==> config.mk <==
export PLATFORM = sky130hd
export DESIGN_NAME = tbd_oneshot
export DESIGN_NICKNAME = d
export VERILOG_FILES = /design/src/rtl/tbd_pkg.sv /design/src/rtl/tbd_sync.sv /design/src/rtl/tbd_tick.sv /design/src/rtl/tbd_chain.sv /design/src/rtl/tbd_oneshot.sv
export SDC_FILE = /design/constraint.sdc
export NUM_CORES = 1
export LEC_CHECK = 0
export BUFFER_PORTS_ARGS = -buffer_cell sky130_fd_sc_hd__buf_2
export CAP_MARGIN = 20
export CORE_ASPECT_RATIO = 0.6
export CORE_MARGIN = 2
export CORE_UTILIZATION = 40
export CTS_CLUSTER_DIAMETER = 40
export DETAILED_ROUTE_END_ITERATION = 10
export HOLD_SLACK_MARGIN = 0.12
export PLACE_DENSITY = 0.57
export SLEW_MARGIN = 5
export SYNTH_ARGS = -nofsm -noshare
export SYNTH_HDL_FRONTEND = slang
export SYNTH_HIERARCHICAL = 1
export SYNTH_SLANG_ARGS = --single-unit
==> constraint.sdc <==
create_clock -name clk -period 5.3 [get_ports clk]
set_input_delay 0.53 -clock clk [delete_from_list [all_inputs] [get_ports clk]]
set_output_delay 0.53 -clock clk [all_outputs]
set_load 0.1 [all_outputs]
==> src/rtl/tbd_pkg.sv <==
`timescale 1ns/1ps
package tbd_pkg;
  typedef enum logic {ST_IDLE = 1'b0, ST_RUN = 1'b1} tbd_state_e;
  localparam int SB_TRIG = 0;
  localparam int SB_CLR  = 1;
  localparam int SB_EXT  = 2;
  localparam int SB_NUM  = 3;
endpackage

==> src/rtl/tbd_sync.sv <==
`timescale 1ns/1ps
module tbd_sync #(
  parameter int WIDTH  = 3,
  parameter int STAGES = 2
) (
  input  logic             clk,
  input  logic             rst_n,
  input  logic [WIDTH-1:0] d_i,
  output logic [WIDTH-1:0] q_o
);
  logic [WIDTH-1:0] stg [STAGES];

  generate
    for (genvar s = 0; s < STAGES; s++) begin : g_stage
      if (s == 0) begin : g_first
        always_ff @(posedge clk or negedge rst_n)
          if (!rst_n) stg[0] <= '0;
          else        stg[0] <= d_i;
      end else begin : g_next
        always_ff @(posedge clk or negedge rst_n)
          if (!rst_n) stg[s] <= '0;
          else        stg[s] <= stg[s-1];
      end
    end
  endgenerate

  assign q_o = stg[STAGES-1];
endmodule

==> src/rtl/tbd_tick.sv <==
`timescale 1ns/1ps
module tbd_tick #(
  parameter int PER_W = 16
) (
  input  logic             clk,
  input  logic             rst_n,
  input  logic             restart_i,
  input  logic [PER_W-1:0] period_i,
  output logic             tb_o,
  output logic             fall_o
);
  logic [PER_W-1:0] cnt;
  logic [PER_W-1:0] per_eff;
  logic [PER_W-1:0] lo_len;
  logic             wrap;

  assign per_eff = (period_i < PER_W'(2)) ? PER_W'(2) : period_i;
  assign lo_len  = per_eff >> 1;
  assign wrap    = (cnt >= per_eff - PER_W'(1));

  always_ff @(posedge clk or negedge rst_n)
    if (!rst_n)         cnt <= '0;
    else if (restart_i) cnt <= '0;
    else if (wrap)      cnt <= '0;
    else                cnt <= cnt + PER_W'(1);

  assign tb_o   = (cnt >= lo_len);
  assign fall_o = wrap & ~restart_i;

  p_fall_low_r4: assert property (@(posedge clk) disable iff (!rst_n)
    fall_o |=> !tb_o);
  p_restart_low_r4: assert property (@(posedge clk) disable iff (!rst_n)
    restart_i |=> !tb_o);
endmodule

==> src/rtl/tbd_chain.sv <==
`timescale 1ns/1ps
module tbd_chain
  import tbd_pkg::*;
#(
  parameter int DIV_W = 8
) (
  input  logic             clk,
  input  logic             rst_n,
  input  logic             trig_rise_i,
  input  logic             trig_lvl_i,
  input  logic             clr_lvl_i,
  input  logic             tick_i,
  input  logic             astable_i,
  output logic [DIV_W-1:0] q_o
);
  localparam int MSB = DIV_W - 1;

  tbd_state_e       st;
  logic [DIV_W-1:0] q;
  logic             rst_req;
  logic             rst_eff;

  assign rst_req = clr_lvl_i | (~astable_i & q[MSB]);
  assign rst_eff = rst_req & ~trig_lvl_i;

  always_ff @(posedge clk or negedge rst_n)
    if (!rst_n) begin
      st <= ST_IDLE;
      q  <= '1;
    end else if (trig_rise_i) begin
      st <= ST_RUN;
      q  <= '0;
    end else if (rst_eff) begin
      st <= ST_IDLE;
      q  <= '1;
    end else if (st == ST_RUN && tick_i) begin
      q  <= q + DIV_W'(1);
    end

  assign q_o = q;

  p_trig_clears_r2: assert property (@(posedge clk) disable iff (!rst_n)
    trig_rise_i |=> (q_o == '0 && st == ST_RUN));
  p_step_r3: assert property (@(posedge clk) disable iff (!rst_n)
    (st == ST_RUN && tick_i && !trig_rise_i && !rst_eff) |=> q_o == $past(q_o) + DIV_W'(1));
  p_idle_hold_r7: assert property (@(posedge clk) disable iff (!rst_n)
    (st == ST_IDLE && !trig_rise_i) |=> (st == ST_IDLE && &q_o));
  p_trig_prio_r8: assert property (@(posedge clk) disable iff (!rst_n)
    (st == ST_RUN && trig_lvl_i) |=> st == ST_RUN);
  p_mono_end_r5: assert property (@(posedge clk) disable iff (!rst_n)
    (st == ST_RUN && !astable_i && q_o[MSB] && !trig_lvl_i && !trig_rise_i) |=> st == ST_IDLE);
endmodule

==> src/rtl/tbd_oneshot.sv <==
`timescale 1ns/1ps
module tbd_oneshot
  import tbd_pkg::*;
#(
  parameter int DIV_W = 8,
  parameter int PER_W = 16,
  parameter int SYNC_STAGES = 2
) (
  input  logic             clk,
  input  logic             rst_n,
  input  logic             trig_i,
  input  logic             clr_i,
  input  logic             tb_ext_i,
  input  logic             tb_ext_sel_i,
  input  logic             astable_i,
  input  logic [PER_W-1:0] period_i,
  output logic             tb_o,
  output logic             div2_o,
  output logic             div256_o
);
  logic [SB_NUM-1:0] raw, syn;
  logic              trig_d, ext_d;
  logic              trig_rise, ext_fall;
  logic              int_tb, int_fall, tick;
  logic [DIV_W-1:0]  q;

  assign raw[SB_TRIG] = trig_i;
  assign raw[SB_CLR]  = clr_i;
  assign raw[SB_EXT]  = tb_ext_i;

  tbd_sync #(.WIDTH(SB_NUM), .STAGES(SYNC_STAGES)) u_sync (
    .clk(clk), .rst_n(rst_n), .d_i(raw), .q_o(syn));

  always_ff @(posedge clk or negedge rst_n)
    if (!rst_n) begin
      trig_d <= 1'b0;
      ext_d  <= 1'b0;
    end else begin
      trig_d <= syn[SB_TRIG];
      ext_d  <= syn[SB_EXT];
    end

  assign trig_rise = syn[SB_TRIG] & ~trig_d;
  assign ext_fall  = ext_d & ~syn[SB_EXT];

  tbd_tick #(.PER_W(PER_W)) u_tick (
    .clk(clk), .rst_n(rst_n), .restart_i(trig_rise), .period_i(period_i),
    .tb_o(int_tb), .fall_o(int_fall));

  assign tick = tb_ext_sel_i ? ext_fall : int_fall;
  assign tb_o = tb_ext_sel_i ? syn[SB_EXT] : int_tb;

  tbd_chain #(.DIV_W(DIV_W)) u_chain (
    .clk(clk), .rst_n(rst_n), .trig_rise_i(trig_rise), .trig_lvl_i(syn[SB_TRIG]),
    .clr_lvl_i(syn[SB_CLR]), .tick_i(tick), .astable_i(astable_i), .q_o(q));

  assign div2_o   = q[0];
  assign div256_o = q[DIV_W-1];

  p_ext_only_fall_r9: assert property (@(posedge clk) disable iff (!rst_n)
    (tb_ext_sel_i && !trig_rise && !ext_fall) |=> $stable(q) || &q);
endmodule

==> metrics.cfg, run 1 <==
[placed_design]
place_congestion=0.857
post-dp-hpwl_mm=4.80
portBuffers=25
placed_area_sq_um=2850

[detailed_routing]
first_pass_iters=4
wl_per_cell_um=15.9
drc=0
vias=2116
dr_wl_met2_mm=2.19
routed-wl-met3_um=373
ant_nets=0
wl_mm=6.08
maxUsedRoutingLayer=met4
drtIter0Drc=139
wl_met1_mm=3.51
vias_per_cell=5.54

[floorplan]
rows=22
die_w_um=109
die-area_sq_um=7280
core_area_sq_um=6250
ios=26
fp.dieH_um=66.9
floorplan.initialDensity_pct=42.2

[synthesis]
synth_edf_count=0
netlist_top_cells_area=dfrtp_1, ha_1, xnor2_1
synth_top_area_cell=dfrtp_1
yosysWarnings=6
ys_ff_latch=33
synth_seq_area_share_pct=31.7
synth_ff_type=dfrtp_1
synthesis.nets=325
ys_async_sr_fraction_pct=100
syn_avg_cell_area_sq_um=9.85
synth_cells=268
synth_cell_types=55
syn_area_sq_um=2640
synth_top_area_share_pct=23.7

[worst_setup_path]
path_buf_inv=2
crit_arrival_ns=4.86
path_delay_family=simple AND/OR/NAND/NOR gates
worstReg2RegEnd=u_chain/q_o[5]
path_depth=19
startpoint_type=input pin
crit_slowest_cell=or4_4
crit_required_ns=5.50
critPathMostFrequentCell=ha_1
crit_fanout=6
max_stage_delay_ns=0.55
end_kind=register
r2r-start=u_tick/cnt[11]
crit_chain=buf_2 > or4_4 > nor3_4 > nand4_1 > o21ai_1 > ha_1 > nand2_1 > nor4_1 > xnor2_1 > ha_1 > and4_1 > o311ai_1 > nor3_1 > o31a_1 > inv_1 > o21ai_0 > nand4_2 > or3_2 > a31oi_1
ff2ff_setup_slack_ns=2.44
reg2reg_depth=10
path_class=input pin to register

[power]
peakVddDrop_uv=144
leakagePower_nw=1.25
cellPowerDensity_nw_per_um2=245

[timing]
max_freq_mhz=215
slew_violations=0
slew_headroom_pct=50.7
worst_slew_pin_slew_ns=0.736
hold_viol_final=0
setup_viol=0
fin_crit_ns=4.66
rsz0062_at_grt=false
skew_ns=0.00729
holdWs_ns=0.303
fin_tns_setup_ns=0
post-route-period-util_pct=87.9

[flow_run]
cap_violations=0

[clock_tree]
htree_levels=2
cts_tree=yes
cts.sinks=33
cts_root_buf=clkbuf_8
cts_buffers=5
post_cts_buffers=0
cts_buffer_depth=2
cts_hold_buf=0
cts_resized=0
clk_latency_ns=0.28
clkTransAtPathRegs_ns=0.07

[hold_path]
hold_class=input pin to asynchronous set/reset pin

[global_route]
globalRouteTotalUtil_pct=18.5
overflow=0
grt_pass1_vias=1899
grt_first_pass_wirelength_mm=10.1
antenna_found_initial=0
grt_max_degree=34

[finish]
register_area_sq_um=836
area_growth_pct=12.1
fin_nets=354
n_fill_cell=595
drive_gt1_share_pct=23.2
multi_input_area_sq_um=1670
post-route-cell-area_sq_um=2960
antenna_cells=0

[run_status]
status=completed

-- cell families (layout without fill, tap and decap cells) --
kind of cell	Yosys count	after routing	synth area share, %
XOR/XNOR	27	27	8.96
AND/OR/NAND/NOR	95	95	23.9
multiplexers	2	2	0.948
adder cells (fa/ha/maj)	34	34	16.1
flip-flops	33	33	31.7
AO/OA/AOI/OAI	48	48	13.5
buffers and inverters	29	59	4.98
-- per-layer routing --
metal,track usage (%),vias up
li1,-,1063
met1,31.3,1000
met2,22.3,51
met3,4.31,2
met4,2.88,0
met5,0,-
-- sequential cells by signal, indices dropped and copies added, names as in the netlist --
signal,count
u_tick/cnt,16
u_chain/q_o,8
u_sync/q_o,3
u_sync/stg,3
ext_d,1
trig_d,1
u_chain/st,1
-- cells in the final DEF (no fill, tap or decap), types with 2 or more instances in the layout --
cell,count
buf_2,25
a211oi_1,2
o211ai_1,2
or3_2,2
dfstp_2,8
o21ai_0,7
a21oi_1,11
nor4_1,10
nor2_1,11
nor4_2,10
xnor2_1,25
nand3_1,10
nand2_1,12
clkbuf_8,5
nand4_1,10
nor3_1,9
buf_4,4
a31oi_1,5
dfrtp_1,25
ha_1,34
xor2_1,2
nor3b_2,2
or3_1,2
o31ai_2,2
nor2b_1,4
o21a_1,2
inv_1,22
o21ai_1,2
nand2b_1,2
and4_1,2
-- stage by stage --
step	instances	setup slack [ns]	util, %	power, mW
6_report	382	0.640	47.3	0.725
5_1_grt	382	0.271	47.3	0.779
4_1_cts	382	0.630	47.3	0.733
3_5_place_dp	374	0.344	45.6	0.495
3_3_place_gp	374	0.545	45.6	0.497
2_1_floorplan	268	0.798	-	0.440
-- power by group --
group	internal (mW)	total [mW]	leakage, nW	switching, mW
sequential	0.282	0.310	0.407	0.0282
clock	0.140	0.233	0.0552	0.0939
combinational	0.0759	0.182	0.785	0.106
-- worst max-delay path by stage --
| stage | from | to |
|---|---|---|
| 6_report | period_i[8] | u_chain/q_o[5] |
| 5_1_grt | period_i[8] | u_chain/q_o[7] |
| 3_5_place_dp | period_i[8] | u_chain/q_o[5] |
| 2_1_floorplan | period_i[8] | u_chain/q_o[7] |
| 3_3_place_gp | period_i[8] | u_chain/q_o[7] |
| 4_1_cts | period_i[8] | u_chain/q_o[5] |
-- final cells by class --
class / instances / share of cell area, %
multi-input combinational: 206 / 56.5
sequential: 33 / 28.3
timing repair buffer: 29 / 5.25
tap: 84 / 3.55
inverter: 22 / 2.79
clock buffer: 6 / 2.45
clock inverter: 2 / 1.18
-- worst register-to-register path: cells and delay by family, from the launching register on --
family / cells / cell delay (ns)
AOI/OAI and AO/OA: 4 / 0.82
adders and majority gates: 1 / 0.36
buffers and inverters: 1 / 0.04
DFF: 1 / 0.48
and+or+nand+nor: 4 / 1.08
-- cell usage after synthesis (9+ instances only) --
master / n
ha_1: 34
dfrtp_1: 25
xnor2_1: 25
inv_1: 22
nand2_1: 12
a21oi_1: 11
nor2_1: 11
nand3_1: 10
nand4_1: 10
nor4_1: 10
nor4_2: 10
nor3_1: 9
(Power assumes the default switching activity.)
==> run 2, diff against run 1 <==
CORE_UTILIZATION = 45   (was 40)
PLACE_DENSITY = 0.62   (was 0.57)
==> metrics.cfg, run 2 (same netlist as run 1, synthesis figures left out) <==
[finish]
layout_common_cells=ha_1, dfrtp_1, buf_2, xnor2_1, inv_1
n_fill_cell=541
stdcell_count=377
regMostFlops=u_tick/cnt
area_growth_pct=11.9
post-route-cell-area_sq_um=2950
antenna_cells=0
drive_gt1_share_pct=22.9
fin_nets=353
largest_reg_flops=16
final_common_cell=ha_1

[clock_tree]
clk_latency_ns=0.29
htree_levels=2
cts_root_buf=clkbuf_8
cts_resized=0
cts_tree=yes
cts_buffers=5
post_cts_buffers=0
cts_hold_buf=0
clkTransAtPathRegs_ns=0.07
cts_buffer_depth=2
cts.sinks=33

[worst_setup_path]
ff2ff_setup_slack_ns=2.47
critPathMostFrequentCell=ha_1
crit_slowest_cell=or4_4
max_stage_delay_ns=0.56
crit_required_ns=5.51
end_kind=register
path_buf_inv=2
path_delay_family=simple AND/OR/NAND/NOR gates
crit_fanout=6
crit_arrival_ns=4.88
startpoint_type=input pin
crit_chain=buf_2 > or4_4 > nor3_4 > nand4_1 > o21ai_1 > ha_1 > nand2_1 > nor4_1 > xnor2_1 > ha_1 > and4_1 > o311ai_1 > nor3_1 > o31a_1 > inv_1 > o21ai_0 > nand4_2 > or4_1 > a31oi_1
path_class=input pin to register

[placed_design]
post-dp-hpwl_mm=4.70
placed_area_sq_um=2840
dp.cells=369
place_congestion=0.851
portBuffers=25

[hold_path]
hold_class=input pin to asynchronous set/reset pin

[global_route]
grt_max_degree=34
antenna_found_initial=0
grt_pass1_vias=1929
grt_first_pass_wirelength_mm=9.86
globalRouteTotalUtil_pct=19.6
overflow=0

[timing]
worst_slew_pin_slew_ns=0.724
fin_crit_ns=4.67
holdWs_ns=0.296
hold_viol_final=0
max_freq_mhz=214
slew_violations=0
rsz0062_at_grt=false
slew_headroom_pct=51.7
skew_ns=0.0102
post-route-period-util_pct=88.1
fin_tns_setup_ns=0
setup_viol=0

[detailed_routing]
wl_mm=5.92
ant_nets=0
wl_per_cell_um=15.7
vias=2151
first_pass_iters=4
vias_per_cell=5.71
drc=0
drtIter0Drc=159

[flow_run]
cap_violations=0

[power]
peakVddDrop_uv=160
leakagePower_nw=1.25
cellPowerDensity_nw_per_um2=250

[floorplan]
die_w_um=103
ios=26
floorplan.initialDensity_pct=46.9
rows=21
fp.dieH_um=63.3
die-area_sq_um=6510
core_area_sq_um=5620

[run_status]
status=completed

[run 2: per-layer routing]
layer  global-route usage, %  vias to the layer above  part of all wire [%]
met5                       0                        -                     0
met4                    2.96                        0                  0.15
met3                    4.77                        3                   6.5
met2                    23.7                       62                    37
met1                    34.1                     1034                    56
li1                        -                     1052                     -
[run 2: report_power, final]
group	internal (mW)	switching, mW
sequential	0.282	0.0285
combinational	0.0756	0.107
clock	0.153	0.0939
total	0.510	0.229
[run 2: worst paths after layout]
kind                                     start        endpoint  cells after the start
worst max-delay path               period_i[8]  u_chain/q_o[7]                     19
worst min-delay path                     rst_n   u_tick/cnt[3]                      1
max in group asynchronous                rst_n   u_tick/cnt[9]                      1
worst min register to register   u_sync/stg[3]   u_sync/q_o[0]                      0
min in group clk                        trig_i   u_sync/stg[3]                      1
worst max register to register  u_tick/cnt[11]  u_chain/q_o[7]                     10
[run 2: final cells by class]
type                    instances  area (sq um)  area share [%]
clock buffers                   7          86.3            2.92
repair buffers                 28           148            5.00
flip-flops and latches         33           836            28.3
multi-input cells             206          1670            56.6
inverters                      22          82.6            2.80
clock inverters                 1          30.0            1.02
well taps                      80           100            3.39
[run 2: per-stage QoR]
| stage | util, % | power, mW | worst slack (ns) |
|---|---|---|---|
| floorplan | - | 0.440 | 0.798 |
| global placement | 50.5 | 0.494 | 0.560 |
| detailed placement | 50.5 | 0.495 | 0.367 |
| CTS | 52.5 | 0.744 | 0.669 |
| global route | 52.5 | 0.781 | 0.199 |
| finish | 52.5 | 0.740 | 0.630 |
==> run 3, diff against run 2 <==
ABC_AREA = 1   (was unset)
==> metrics.cfg, run 3 <==
[run_status]
status=completed

[placed_design]
portBuffers=25
post-dp-hpwl_mm=5.17
place_congestion=0.842
place_ws_ns=0.956

[floorplan]
fp.dieH_um=66.3
floorplan.initialDensity_pct=47.1
ios=26
core_area_sq_um=6190
die-area_sq_um=7160
die_w_um=108
rows=22

[power]
p_comb_share_pct=29.0
p_sw_share_pct=35.0
clock_power_share_pct=29.6
internal_power_mw=0.531
seqPwrFrac_pct=41.4
leakagePower_nw=1.68
peakVddDrop_uv=168
switching_power_mw=0.286
cellPowerDensity_nw_per_um2=253

[clock_tree]
cts_hold_buf=0
cts_resized=0
cts_buffers=5
cts.sinks=33
htree_levels=2
post_cts_buffers=0
clk_latency_ns=0.28
clkTransAtPathRegs_ns=0.06
cts_tree=yes
cts_buffer_depth=2
cts_root_buf=clkbuf_8

[synthesis]
synth_top_area_share_pct=21.5
synth_seq_area_share_pct=28.7
netlist_top_cells_area=dfrtp_1, ha_1, nand2_1
yosys.area_share.simple_pct=36.0
ys_async_sr_fraction_pct=100
synth_common_cells=nand2_1, inv_1, nor2_1
ys_ff_latch=33
synthesis.nets=464
synth_cells=407
syn_area_sq_um=2920
yosysWarnings=6
synthXorXnorAreaFrac_pct=3.30
synth_top_area_cell=dfrtp_1
synth_edf_count=0
synthMuxAreaShare_pct=0
synth-compound-area-share_pct=8.03
synth_most_common_cell=nand2_1
synthAdderAreaFrac_pct=14.6
synth_ff_type=dfrtp_1
synth_top_family_by_area=simple AND/OR/NAND/NOR gates
syn_avg_cell_area_sq_um=7.16
synth_cell_types=33

[timing]
post-route-period-util_pct=77.4
fin_ws_ns=1.20
setup_viol=0
slew_violations=0
slew_headroom_pct=52.2
fin_tns_setup_ns=0
fin_crit_ns=4.10
rsz0062_at_grt=false
max_freq_mhz=244
hold_viol_final=0
skew_ns=0.00789
worst_slew_pin_slew_ns=0.716

[detailed_routing]
ant_nets=0
wl_per_cell_um=12.4
vias=2573
first_pass_iters=4
vias_per_cell=4.95
drtIter0Drc=177
drc=0
wl_mm=6.46

[finish]
regMostFlops=u_tick/cnt
n_fill_cell=617
largest_reg_flops=16
area_growth_pct=10.8
final_common_cell=nand2_1
fin_nets=492
layout_common_cells=nand2_1, inv_1, nor2_1, nand3_1, ha_1
antenna_cells=0
drive_gt1_share_pct=19.0

[hold_path]
hold_class=input pin to asynchronous set/reset pin

[worst_setup_path]
crit_path_start=period_i[8]
worstReg2RegEnd=u_chain/q_o[1]
critPathMostFrequentCell=nand2_1
crit_slowest_cell=nand3_2
max_stage_delay_ns=0.38
crit_required_ns=5.50
startpoint_type=input pin
path_class=input pin to register
crit_fanout=17
r2r-start=u_tick/cnt[2]
endpoint=u_chain/q_o[1]
crit_arrival_ns=4.30
ff2ff_setup_slack_ns=2.71
end_kind=register
reg2reg_depth=18

[global_route]
grt_max_degree=34
grt_pass1_vias=2254
globalRouteTotalUtil_pct=19.8
overflow=0
antenna_found_initial=0
grt_first_pass_wirelength_mm=11.1

[flow_run]
cap_violations=0

run 3: layout make-up:
class	instances	area [sq um]	area share [%]
clock buffers	7	86.3	2.67
clock inverters	1	30.0	0.930
inverters	63	236	7.32
multi-input cells	306	1800	55.8
flip-flops and latches	33	836	25.9
well taps	84	105	3.25
repair buffers	26	133	4.11
run 3: layer usage:
layer | share of wire [%] | global-route usage [%] | wire length (um) | vias up
li1 | - | - | - | 1363
met2 | 36 | 26.0 | 2350 | 55
met4 | 0.14 | 2.40 | 9 | 0
met3 | 5.7 | 3.55 | 367 | 2
met1 | 58 | 33.1 | 3730 | 1153
met5 | 0 | 0 | 0 | -
run 3: cells by family (layout without fill, tap and decap cells):
kind of cell,after synthesis,in the layout
AOI/OAI and AO/OA,40,40
adders and majority gates,34,34
buffers and inverters,68,97
xor gates and xnor gates,11,11
DFF,33,33
and+or+nand+nor,221,221
run 3: power by group through the flow:
stage | Clock [mW] | Combinational (mW) | Sequential (mW)
final | 0.242 | 0.237 | 0.338
after floorplan | 0 | 0.153 | 0.359
after global placement | 0 | 0.231 | 0.341
after detailed placement | 0 | 0.236 | 0.342
after CTS | 0.249 | 0.237 | 0.338
after global routing | 0.262 | 0.274 | 0.345
run 3: worst max-delay path, delay by kind of cell:
kind / cells / cell delay [ns]
buffers and inverters: 4 / 0.34
adders and majority gates: 2 / 0.48
xor gates and xnor gates: 1 / 0.16
AOI/OAI and AO/OA: 4 / 0.55
and+or+nand+nor: 17 / 2.23
run 3: metrics by stage:
stage / power, mW / instance area, sq um / hold slack, ns / utilization [%] / std cells
floorplan: 0.512 / 2920 / 0.234 / - / 407
global placement: 0.572 / 3110 / 0.331 / 50.3 / 512
detailed placement: 0.578 / 3110 / 0.336 / 50.3 / 512
CTS: 0.824 / 3230 / 0.329 / 52.2 / 520
global route: 0.880 / 3230 / 0.344 / 52.2 / 520
finish: 0.817 / 3230 / 0.305 / 52.2 / 520
run 3: worst min path at each step:
stage | endpoint | slack [ns] | cells past startpoint
after CTS | u_tick/cnt[7] | 0.33 | 1
after detailed placement | u_sync/q_o[0] | 0.34 | 0
final | u_sync/stg[3] | 0.30 | 1
after floorplan | ext_d | 0.23 | 0
after global routing | u_sync/stg[4] | 0.34 | 1
after global placement | u_sync/q_o[0] | 0.33 | 0
